`src/rtl/ts_fmt_pkg.sv`:
```
package ts_fmt_pkg;
  // One byte on its way to the output port, with its per-packet attributes.
  typedef struct packed {
    logic [7:0] data;
    logic       start;    // first byte of packet
    logic       is_data;  // data byte (not parity)
    logic       err;      // packet flagged in error
    logic       serial;   // packet goes out bit-serial
    logic       redund;   // packet carries parity
  } ts_slot_t;
endpackage

```
`src/rtl/ts_fmt_clkgen.sv`:
```
module ts_fmt_clkgen #(
  parameter int HALF_DIV = 2
) (
  input  logic clk,
  input  logic rst_n,
  output logic phase,
  output logic launch
);
  localparam int CW = (HALF_DIV > 1) ? $clog2(HALF_DIV) : 1;
  localparam logic [CW-1:0] LAST = CW'(HALF_DIV - 1);

  logic [CW-1:0] cnt;
  logic          wrap;

  assign wrap   = (cnt == LAST);
  // launch: internal clock is about to fall (inactive edge)
  assign launch = wrap & phase;

  always_ff @(posedge clk or negedge rst_n) begin
    if (!rst_n) begin
      cnt   <= '0;
      phase <= 1'b0;
    end else if (wrap) begin
      cnt   <= '0;
      phase <= ~phase;
    end else begin
      cnt   <= cnt + 1'b1;
    end
  end

  // each launch leaves the internal clock low
  p_launch_falls_r9: assert property (@(posedge clk) disable iff (!rst_n)
    launch |=> !phase);
endmodule

```
`src/rtl/ts_fmt_framer.sv`:
```
module ts_fmt_framer
  import ts_fmt_pkg::*;
#(
  parameter int DATA_LEN  = 188,
  parameter int PAR_SHORT = 16,
  parameter int PAR_LONG  = 20
) (
  input  logic     clk,
  input  logic     rst_n,
  input  logic     in_valid,
  output logic     in_ready,
  input  logic [7:0] in_data,
  input  logic     in_sop,
  input  logic     in_err,
  input  logic     in_par20,
  input  logic     cfg_serial,
  input  logic     cfg_redund,
  input  logic     take,
  output logic     hold_v,
  output ts_slot_t hold
);
  localparam int PW = $clog2(DATA_LEN + PAR_LONG + 1);
  localparam logic [PW-1:0] LAST_PLAIN = PW'(DATA_LEN - 1);
  localparam logic [PW-1:0] LAST_SHORT = PW'(DATA_LEN + PAR_SHORT - 1);
  localparam logic [PW-1:0] LAST_LONG  = PW'(DATA_LEN + PAR_LONG - 1);
  localparam logic [PW-1:0] DATA_END   = PW'(DATA_LEN);

  logic          in_pkt, m_err, m_ser, m_red;
  logic [PW-1:0] pos, last_r, last_c;
  logic          acc, starting, keep;
  ts_slot_t      nxt;

  assign in_ready = ~hold_v | take;
  assign acc      = in_valid & in_ready;
  assign starting = acc & ~in_pkt & in_sop;
  assign keep     = acc & (in_pkt | in_sop);

  always_comb begin
    if (!cfg_redund)    last_c = LAST_PLAIN;
    else if (in_par20)  last_c = LAST_LONG;
    else                last_c = LAST_SHORT;
  end

  always_comb begin
    nxt.data = in_data;
    if (starting) begin
      nxt.start   = 1'b1;
      nxt.is_data = 1'b1;
      nxt.err     = in_err;
      nxt.serial  = cfg_serial;
      nxt.redund  = cfg_redund;
    end else begin
      nxt.start   = 1'b0;
      nxt.is_data = (pos < DATA_END);
      nxt.err     = m_err;
      nxt.serial  = m_ser;
      nxt.redund  = m_red;
    end
  end

  always_ff @(posedge clk or negedge rst_n) begin
    if (!rst_n) begin
      hold_v <= 1'b0;
      hold   <= '0;
    end else if (keep) begin
      hold_v <= 1'b1;
      hold   <= nxt;
    end else if (take) begin
      hold_v <= 1'b0;
    end
  end

  always_ff @(posedge clk or negedge rst_n) begin
    if (!rst_n) begin
      in_pkt <= 1'b0;
      pos    <= '0;
      last_r <= '0;
      m_err  <= 1'b0;
      m_ser  <= 1'b0;
      m_red  <= 1'b0;
    end else if (starting) begin
      in_pkt <= 1'b1;
      pos    <= PW'(1);
      last_r <= last_c;
      m_err  <= in_err;
      m_ser  <= cfg_serial;
      m_red  <= cfg_redund;
    end else if (acc && in_pkt) begin
      pos <= pos + 1'b1;
      if (pos == last_r) in_pkt <= 1'b0;
    end
  end

  // a waiting byte is never overwritten or dropped
  p_hold_kept_r1: assert property (@(posedge clk) disable iff (!rst_n)
    (hold_v && !take) |=> (hold_v && $stable(hold)));
  // a packet closes exactly at its captured length
  p_pkt_len_r6: assert property (@(posedge clk) disable iff (!rst_n)
    $fell(in_pkt) |-> ($past(pos) == $past(last_r)));
endmodule

```
`src/rtl/ts_fmt_shifter.sv`:
```
module ts_fmt_shifter
  import ts_fmt_pkg::*;
(
  input  logic       clk,
  input  logic       rst_n,
  input  logic       launch,
  input  logic       cfg_redund,
  input  logic       hold_v,
  input  ts_slot_t   hold,
  output logic       take,
  output logic [7:0] o_data,
  output logic       o_start,
  output logic       o_valid,
  output logic       o_err
);
  ts_slot_t   cur;
  logic       active;
  logic [2:0] bitcnt;
  logic       more_bits;

  assign more_bits = active & cur.serial & (bitcnt != 3'd7);
  assign take      = launch & hold_v & ~more_bits;

  always_ff @(posedge clk or negedge rst_n) begin
    if (!rst_n) begin
      cur    <= '0;
      active <= 1'b0;
      bitcnt <= 3'd0;
    end else if (launch) begin
      if (more_bits) begin
        cur.data <= {cur.data[6:0], 1'b0};
        bitcnt   <= bitcnt + 3'd1;
      end else if (hold_v) begin
        cur    <= hold;
        active <= 1'b1;
        bitcnt <= 3'd0;
      end else begin
        active     <= 1'b0;
        bitcnt     <= 3'd0;
        cur.redund <= cfg_redund;
      end
    end
  end

  always_comb begin
    if (!active)         o_data = 8'd0;
    else if (cur.serial) o_data = {cur.data[7], 7'd0};
    else                 o_data = cur.data;
    o_start = active & cur.start;
    o_err   = active & cur.err;
    o_valid = active ? (~cur.redund | cur.is_data) : ~cur.redund;
  end

  // outputs move only on a launch (inactive edge)
  p_stable_r9: assert property (@(posedge clk) disable iff (!rst_n)
    !launch |=> ($stable(cur) && $stable(active)));
  // bit index advances only for a serial byte
  p_bitcnt_r2: assert property (@(posedge clk) disable iff (!rst_n)
    (bitcnt != 3'd0) |-> (active && cur.serial));
  // start strobe only ever marks a data byte
  p_start_data_r4: assert property (@(posedge clk) disable iff (!rst_n)
    (active && cur.start) |-> cur.is_data);
endmodule

```
`src/rtl/ts_out_fmt.sv`:
```
module ts_out_fmt
  import ts_fmt_pkg::*;
#(
  parameter int DATA_LEN  = 188,
  parameter int PAR_SHORT = 16,
  parameter int PAR_LONG  = 20,
  parameter int HALF_DIV  = 2
) (
  input  logic       clk,
  input  logic       rst_n,
  input  logic       in_valid,
  output logic       in_ready,
  input  logic [7:0] in_data,
  input  logic       in_sop,
  input  logic       in_err,
  input  logic       in_par20,
  input  logic       cfg_serial,
  input  logic       cfg_redund,
  input  logic       pol_clk,
  input  logic       pol_start,
  input  logic       pol_valid,
  input  logic       pol_err,
  output logic       ts_clk,
  output logic [7:0] ts_data,
  output logic       ts_start,
  output logic       ts_valid,
  output logic       ts_err
);
  logic     phase, launch, take, hold_v;
  ts_slot_t hold;
  logic     s_start, s_valid, s_err;

  ts_fmt_clkgen #(.HALF_DIV(HALF_DIV)) u_clkgen (
    .clk(clk), .rst_n(rst_n), .phase(phase), .launch(launch)
  );

  ts_fmt_framer #(
    .DATA_LEN(DATA_LEN), .PAR_SHORT(PAR_SHORT), .PAR_LONG(PAR_LONG)
  ) u_framer (
    .clk(clk), .rst_n(rst_n), .in_valid(in_valid), .in_ready(in_ready),
    .in_data(in_data), .in_sop(in_sop), .in_err(in_err), .in_par20(in_par20),
    .cfg_serial(cfg_serial), .cfg_redund(cfg_redund), .take(take),
    .hold_v(hold_v), .hold(hold)
  );

  ts_fmt_shifter u_shifter (
    .clk(clk), .rst_n(rst_n), .launch(launch), .cfg_redund(cfg_redund),
    .hold_v(hold_v), .hold(hold), .take(take), .o_data(ts_data),
    .o_start(s_start), .o_valid(s_valid), .o_err(s_err)
  );

  // per-signal polarity
  assign ts_clk   = phase   ^ pol_clk;
  assign ts_start = s_start ^ pol_start;
  assign ts_valid = s_valid ^ pol_valid;
  assign ts_err   = s_err   ^ pol_err;

  // no byte enters while the holding stage is full and not draining
  p_no_overrun_r1: assert property (@(posedge clk) disable iff (!rst_n)
    (hold_v && !take) |-> !in_ready);
endmodule

```
`config.mk`:
```
export PLATFORM = sky130hd
export DESIGN_NAME = ts_out_fmt
export DESIGN_NICKNAME = d
export VERILOG_FILES = /design/src/rtl/ts_fmt_pkg.sv /design/src/rtl/ts_fmt_clkgen.sv /design/src/rtl/ts_fmt_framer.sv /design/src/rtl/ts_fmt_shifter.sv /design/src/rtl/ts_out_fmt.sv
export SDC_FILE = /design/constraint.sdc
export NUM_CORES = 1
export LEC_CHECK = 0
export ABC_CLOCK_PERIOD_IN_PS = 4700
export BUFFER_PORTS_ARGS = -buffer_cell sky130_fd_sc_hd__buf_2
export CAP_MARGIN = 10
export CORE_MARGIN = 4
export CORE_UTILIZATION = 60
export CTS_BUF_LIST = sky130_fd_sc_hd__clkbuf_16
export DETAILED_ROUTE_END_ITERATION = 8
export GPL_TIMING_DRIVEN = 0
export PLACE_DENSITY = 0.83
export SLEW_MARGIN = 0
export SYNTH_ARGS = -nofsm -noshare
export SYNTH_HDL_FRONTEND = slang
export SYNTH_SLANG_ARGS = --single-unit
```
`constraint.sdc`:
```
create_clock -name clk -period 4.7 [get_ports clk]
set_input_delay 1.41 -clock clk [delete_from_list [all_inputs] [get_ports clk]]
set_output_delay 1.41 -clock clk [all_outputs]
set_load 0.02 [all_outputs]
```
; ---- After elaboration in Yosys (flattened, before gate mapping)
; Index checks and enable logic that the tools add are counted.
; W data, S select, Z words.
[word_totals]
wordCells = 80
input_bits = 20
reg_bits = 53
output_inout_bits = 13
[op_classes]
eq_ne = 2
n_bitwise = 23
magnitude_cmp = 1
muxes = 19
reduce_logical = 9
addsub = 3
[ops]
columns = operator, n
row1 = $mux W8, 4
row2 = $mux W7, 2
row3 = $mux W12, 1
row4 = $and A1 B1 Y1, 11
row5 = $mux W1, 9
row6 = $add A8 B1 Y8 const B, 1
row7 = $eq A8 B8 Y1, 1
row8 = $lt A8 B8 Y1 const B, 1
row9 = $reduce_bool A2 Y1, 4
row10 = $mux W3, 2
row11 = $reduce_and A2 Y1, 3
row12 = $mux W5, 1
row13 = $not A1 Y1, 5
row14 = $xor A1 B1 Y1, 4
row15 = $add A3 B1 Y3 const B, 1
row16 = $ne A3 B3 Y1 const B, 1
row17 = $or A1 B1 Y1, 3
row18 = $reduce_and A3 Y1, 1
row19 = $add A1 B1 Y1 const B, 1
row20 = $logic_and A1 B1 Y1, 1

; ---- Longest topological paths before layout
[logic_depth]
word_depth = 10
depth_mapped = 7
depth_no_buf = 6

; ---- By module
; Synthesis repeated with hierarchy kept, for this count alone.
[unflattened]
cells_unflattened = 215
hier_area_um2 = 2367.3
[modules_own_cells]
columns = module, area_each_um2, cells_each, n_inst, seq_area_each_um2
row1 = ts_fmt_framer, 1336.3, 124, 1, 725.7
row2 = ts_fmt_shifter, 925.9, 82, 1, 425.4
row3 = ts_fmt_clkgen, 70.1, 5, 1, 50.0
row4 = ts_out_fmt, 35.0, 4, 1, 0.0

; ---- Least setup slack after synthesis
; No wires, ideal clock.
[synth_timing]
kind = input port to output port
start = input pol_err
end = output ts_err
t_arrival_ns = 1.792
setup_slack_ns = 1.498
path_stages = 1
path_buffers = 0
required_time_ns = 3.290
path_cell_list = xnor2_1
[synth_between]
elab_chain_len = 1
[synth_lines]
columns = element, line
row1 = from (decl), ts_out_fmt.sv:22  ; input logic pol_err,
row2 = $xor A1 B1 Y1, ts_out_fmt.sv:56  ; assign ts_err = s_err ^ pol_err;
row3 = to (decl), ts_out_fmt.sv:27  ; output logic ts_err
; Every way passes these cells.

; ---- Final worst setup path
[layout_timing]
start = register u_shifter.bitcnt[0]
end = output in_ready
[layout_between]
elab_chain_len = 5
[layout_lines]
columns = element, line
row1 = from (decl), ts_fmt_shifter.sv:18  ; logic [2:0] bitcnt;
row2 = from (signal assigned), ts_fmt_shifter.sv:32  ; bitcnt <= bitcnt + 3'd1;
row3 = $ne A3 B3 Y1, ts_fmt_shifter.sv:21  ; assign more_bits = active & cur.serial & (bitcnt != 3'd7);
row4 = $and A1 B1 Y1, ts_fmt_shifter.sv:21
row5 = $not A1 Y1 (no line), -
row6 = $and A1 B1 Y1, ts_fmt_shifter.sv:22  ; assign take = launch & hold_v & ~more_bits;
row7 = $or A1 B1 Y1, ts_fmt_framer.sv:33  ; assign in_ready = ~hold_v | take;
row8 = to (decl), ts_out_fmt.sv:12  ; output logic in_ready,
; Every way passes these cells.

==> reports/results.ini <==
[setup_path]
crit_arrival_ns = 2.10
required_ns = 3.29
cp-start-kind = flop
reg2reg_from = u_shifter.bitcnt[0]
r2r_slack_ns = 2.63
cp-end-kind = output port
worstRegToRegCells = 6
crit_type = flop to output port
crit_path_max_fanout = 9
r2r-end = u_shifter.cur[3]

[synthesis]
synth_ff_type = dfrtp_1
yosysMostFrequentCell = dfrtp_1
netlist_area_um2 = 2260
syn_nets = 248
syn_avg_cell_area_um2 = 10.0
synth_top_family_by_area = simple AND/OR/NAND/NOR gates
yosys.area_share.xor_xnor_pct = 2.71
synth_cell_types = 42
synth_area_leader_cell = dfrtp_1
ys_seq_area_share_pct = 53.1
ys_ff_latch = 48
ys_async_sr_fraction_pct = 100
syn_inst = 225
ys_warn_count = 0
synth-adder-area-share_pct = 1.66
synth.area.top_cells = dfrtp_1 (53%), nand2_1 (7.3%), o22ai_1 (3.9%), and2_1 (3.0%), mux2_2 (3.0%)
synthSimpleGateAreaFrac_pct = 22.0
synth_compound_area_share_pct = 14.4
synthTopCellsByCount = dfrtp_1 (48), nand2_1 (44), o22ai_1 (14)
synth_edf_count = 0
synth_top_area_share_pct = 53.1
synthMuxAreaShare_pct = 3.43

[hold_path]
worstHoldStart = u_framer.hold[7]
hold_path_depth = 2
hold_path.class = flop to flop
worstHoldEndpoint = u_framer.hold[7]

[timing]
finalSetupViolations = 0
worst_slack_ns = 1.19
fin_skew_ns = 0.00981
final.period_utilization_pct = 74.7
clock.fmax_mhz = 285
fin_crit_ns = 3.51
maxSlewHeadroom_pct = 31.9
setup_tns_ns = 0
slew_violations = 0
rsz0062_at_grt = no
tightestPinTransition_ns = 1.02
hold_viol = 0

[clock_network]
post_cts_buffers = 0
cts-root-buf = clkbuf_16
cts_max_path_buffers = 2
clock_sinks = 48
h-tree-depth = 2
cts_tree = done
clk_latency_ns = 0.29
clk_pin_slew_ns = 0.06
hold_buffers = 0
cts_resized = 0
numCtsBuffers = 5

[power_and_ir_drop]
combinationalPowerShare_pct = 35.2
p_clk_share_pct = 21.7
p_int_mw = 0.964
leakage_nw = 1.28
p_sw_mw = 0.580
power.total_mw = 1.54
seqPwrFrac_pct = 43.1
power_density_nw_per_um2 = 590
swShare_pct = 37.5
ir_drop_mv = 0.368

[grt]
grt_pass1_wl_um = 8450
grt_max_degree = 49
first_global_vias = 1784
grt_overflow = 0
antenna_found_initial = 0
track_usage_pct = 21.9

[placement]
dp_hpwl_um = 3390
place.gp.congestion = 0.812
dpl_cell_area_um2 = 2480
place_ws_ns = 1.45
portBuffers = 32

[routing]
drc = 0
wl_um = 4860
first_pass_iters = 4
ant_nets = 0
drt_iter0_drc = 136
vias = 1810
wl_per_cell_um = 15.6
routed_via_density = 5.80

[final_layout]
nFillCells = 284
seq_area_um2 = 1200
area_growth_pct = 15.7
antenna_cells_inserted = 0
utilization_pct = 71.4
layout.nets = 287
multi_input_area_um2 = 1000
drive_above_1_share_pct = 20.8
finish.instance_area_um2 = 2620

[job]
drv_cap = 0

[die]
die_height_um = 69.4
core-area_um2 = 3660
pin_count = 33
start_util_pct = 61.8
die_x_um = 69.4
dieArea_um2 = 4810
rows = 22

[outcome]
run_status = complete, no violations

sequential cells by signal, indices dropped and copies added, names as in the netlist:
signal            count
u_framer.hold        13
u_shifter.cur        13
u_framer.pos          8
u_framer.last_r       4
u_shifter.bitcnt      3
u_clkgen.cnt          1
u_clkgen.phase        1
u_framer.hold_v       1
u_framer.in_pkt       1
u_framer.m_err        1
u_framer.m_ser        1
u_shifter.active      1
per-stage QoR:
| stage | std cells | hold slack (ns) |
|---|---|---|
| final | 312 | 0.483 |
| after global routing | 312 | 0.518 |
| after CTS | 312 | 0.482 |
| after detailed placement | 305 | 0.469 |
| after global placement | 305 | 0.457 |
| after floorplan | 225 | 0.443 |
worst max-delay path by stage:
stage,slack [ns],cells after the start,end,start
final,1.19,6,in_ready,u_shifter.bitcnt[0]
after global routing,1.05,6,in_ready,u_shifter.bitcnt[0]
after CTS,1.19,6,in_ready,u_shifter.bitcnt[0]
after detailed placement,1.45,3,ts_err,pol_err
after global placement,1.47,3,ts_start,pol_start
after floorplan,1.50,1,ts_err,pol_err
area by class of cell:
cell class / count / share of cell area (%)
timing repair buffer: 32 / 6.12
sequential: 48 / 45.9
clock inverter: 2 / 0.335
clock buffer: 5 / 4.78
inverter: 7 / 1.00
buffer: 6 / 1.29
tap: 48 / 2.30
multi-input combinational: 164 / 38.2
layer usage:
metal	wire [µm]	GRT usage (%)	up-vias
met5	0	0	-
met4	77	9.33	0
met3	248	4.93	9
li1	-	-	875
met2	2340	33.8	53
met1	2200	29.7	873
cells in the final DEF (no fill, tap or decap), drive strengths merged, types with 3 or more instances in the layout:
cell type   n
inv         8
o31ai       4
and3        3
buf        37
nor2       11
mux2        6
or4         3
nand2      45
a21oi      13
o21ai       7
nand4       4
o22ai      14
nor3        3
nand3       6
clkbuf      6
and2       11
xnor2       4
xor2        3
dfrtp      48
ha          3
worst max-delay path, cell delays in order (launching register included):
cell,delay (ns)
dfrtp_1,0.40
ha_1,0.20
ha_1,0.21
nand3b_1,0.37
nand2_1,0.30
nand2_1,0.15
buf_2,0.18
cell families (layout without fill, tap and decap cells):
logic type | after synthesis | after routing
DFF | 48 | 48
buffers and inverters | 13 | 52
muxes | 7 | 7
and+or+nand+nor | 97 | 97
AOI/OAI and AO/OA | 50 | 50
xor gates and xnor gates | 7 | 7
adders and majority gates | 3 | 3
power by group through the flow:
stage	combinational, mW	sequential, mW	clock, mW
after CTS	0.546	0.661	0.338
final	0.544	0.665	0.334
after detailed placement	0.542	0.666	0
after global routing	0.613	0.684	0.357
after global placement	0.520	0.660	0
after floorplan	0.411	0.630	0
Power figures use the tool's default switching activity.
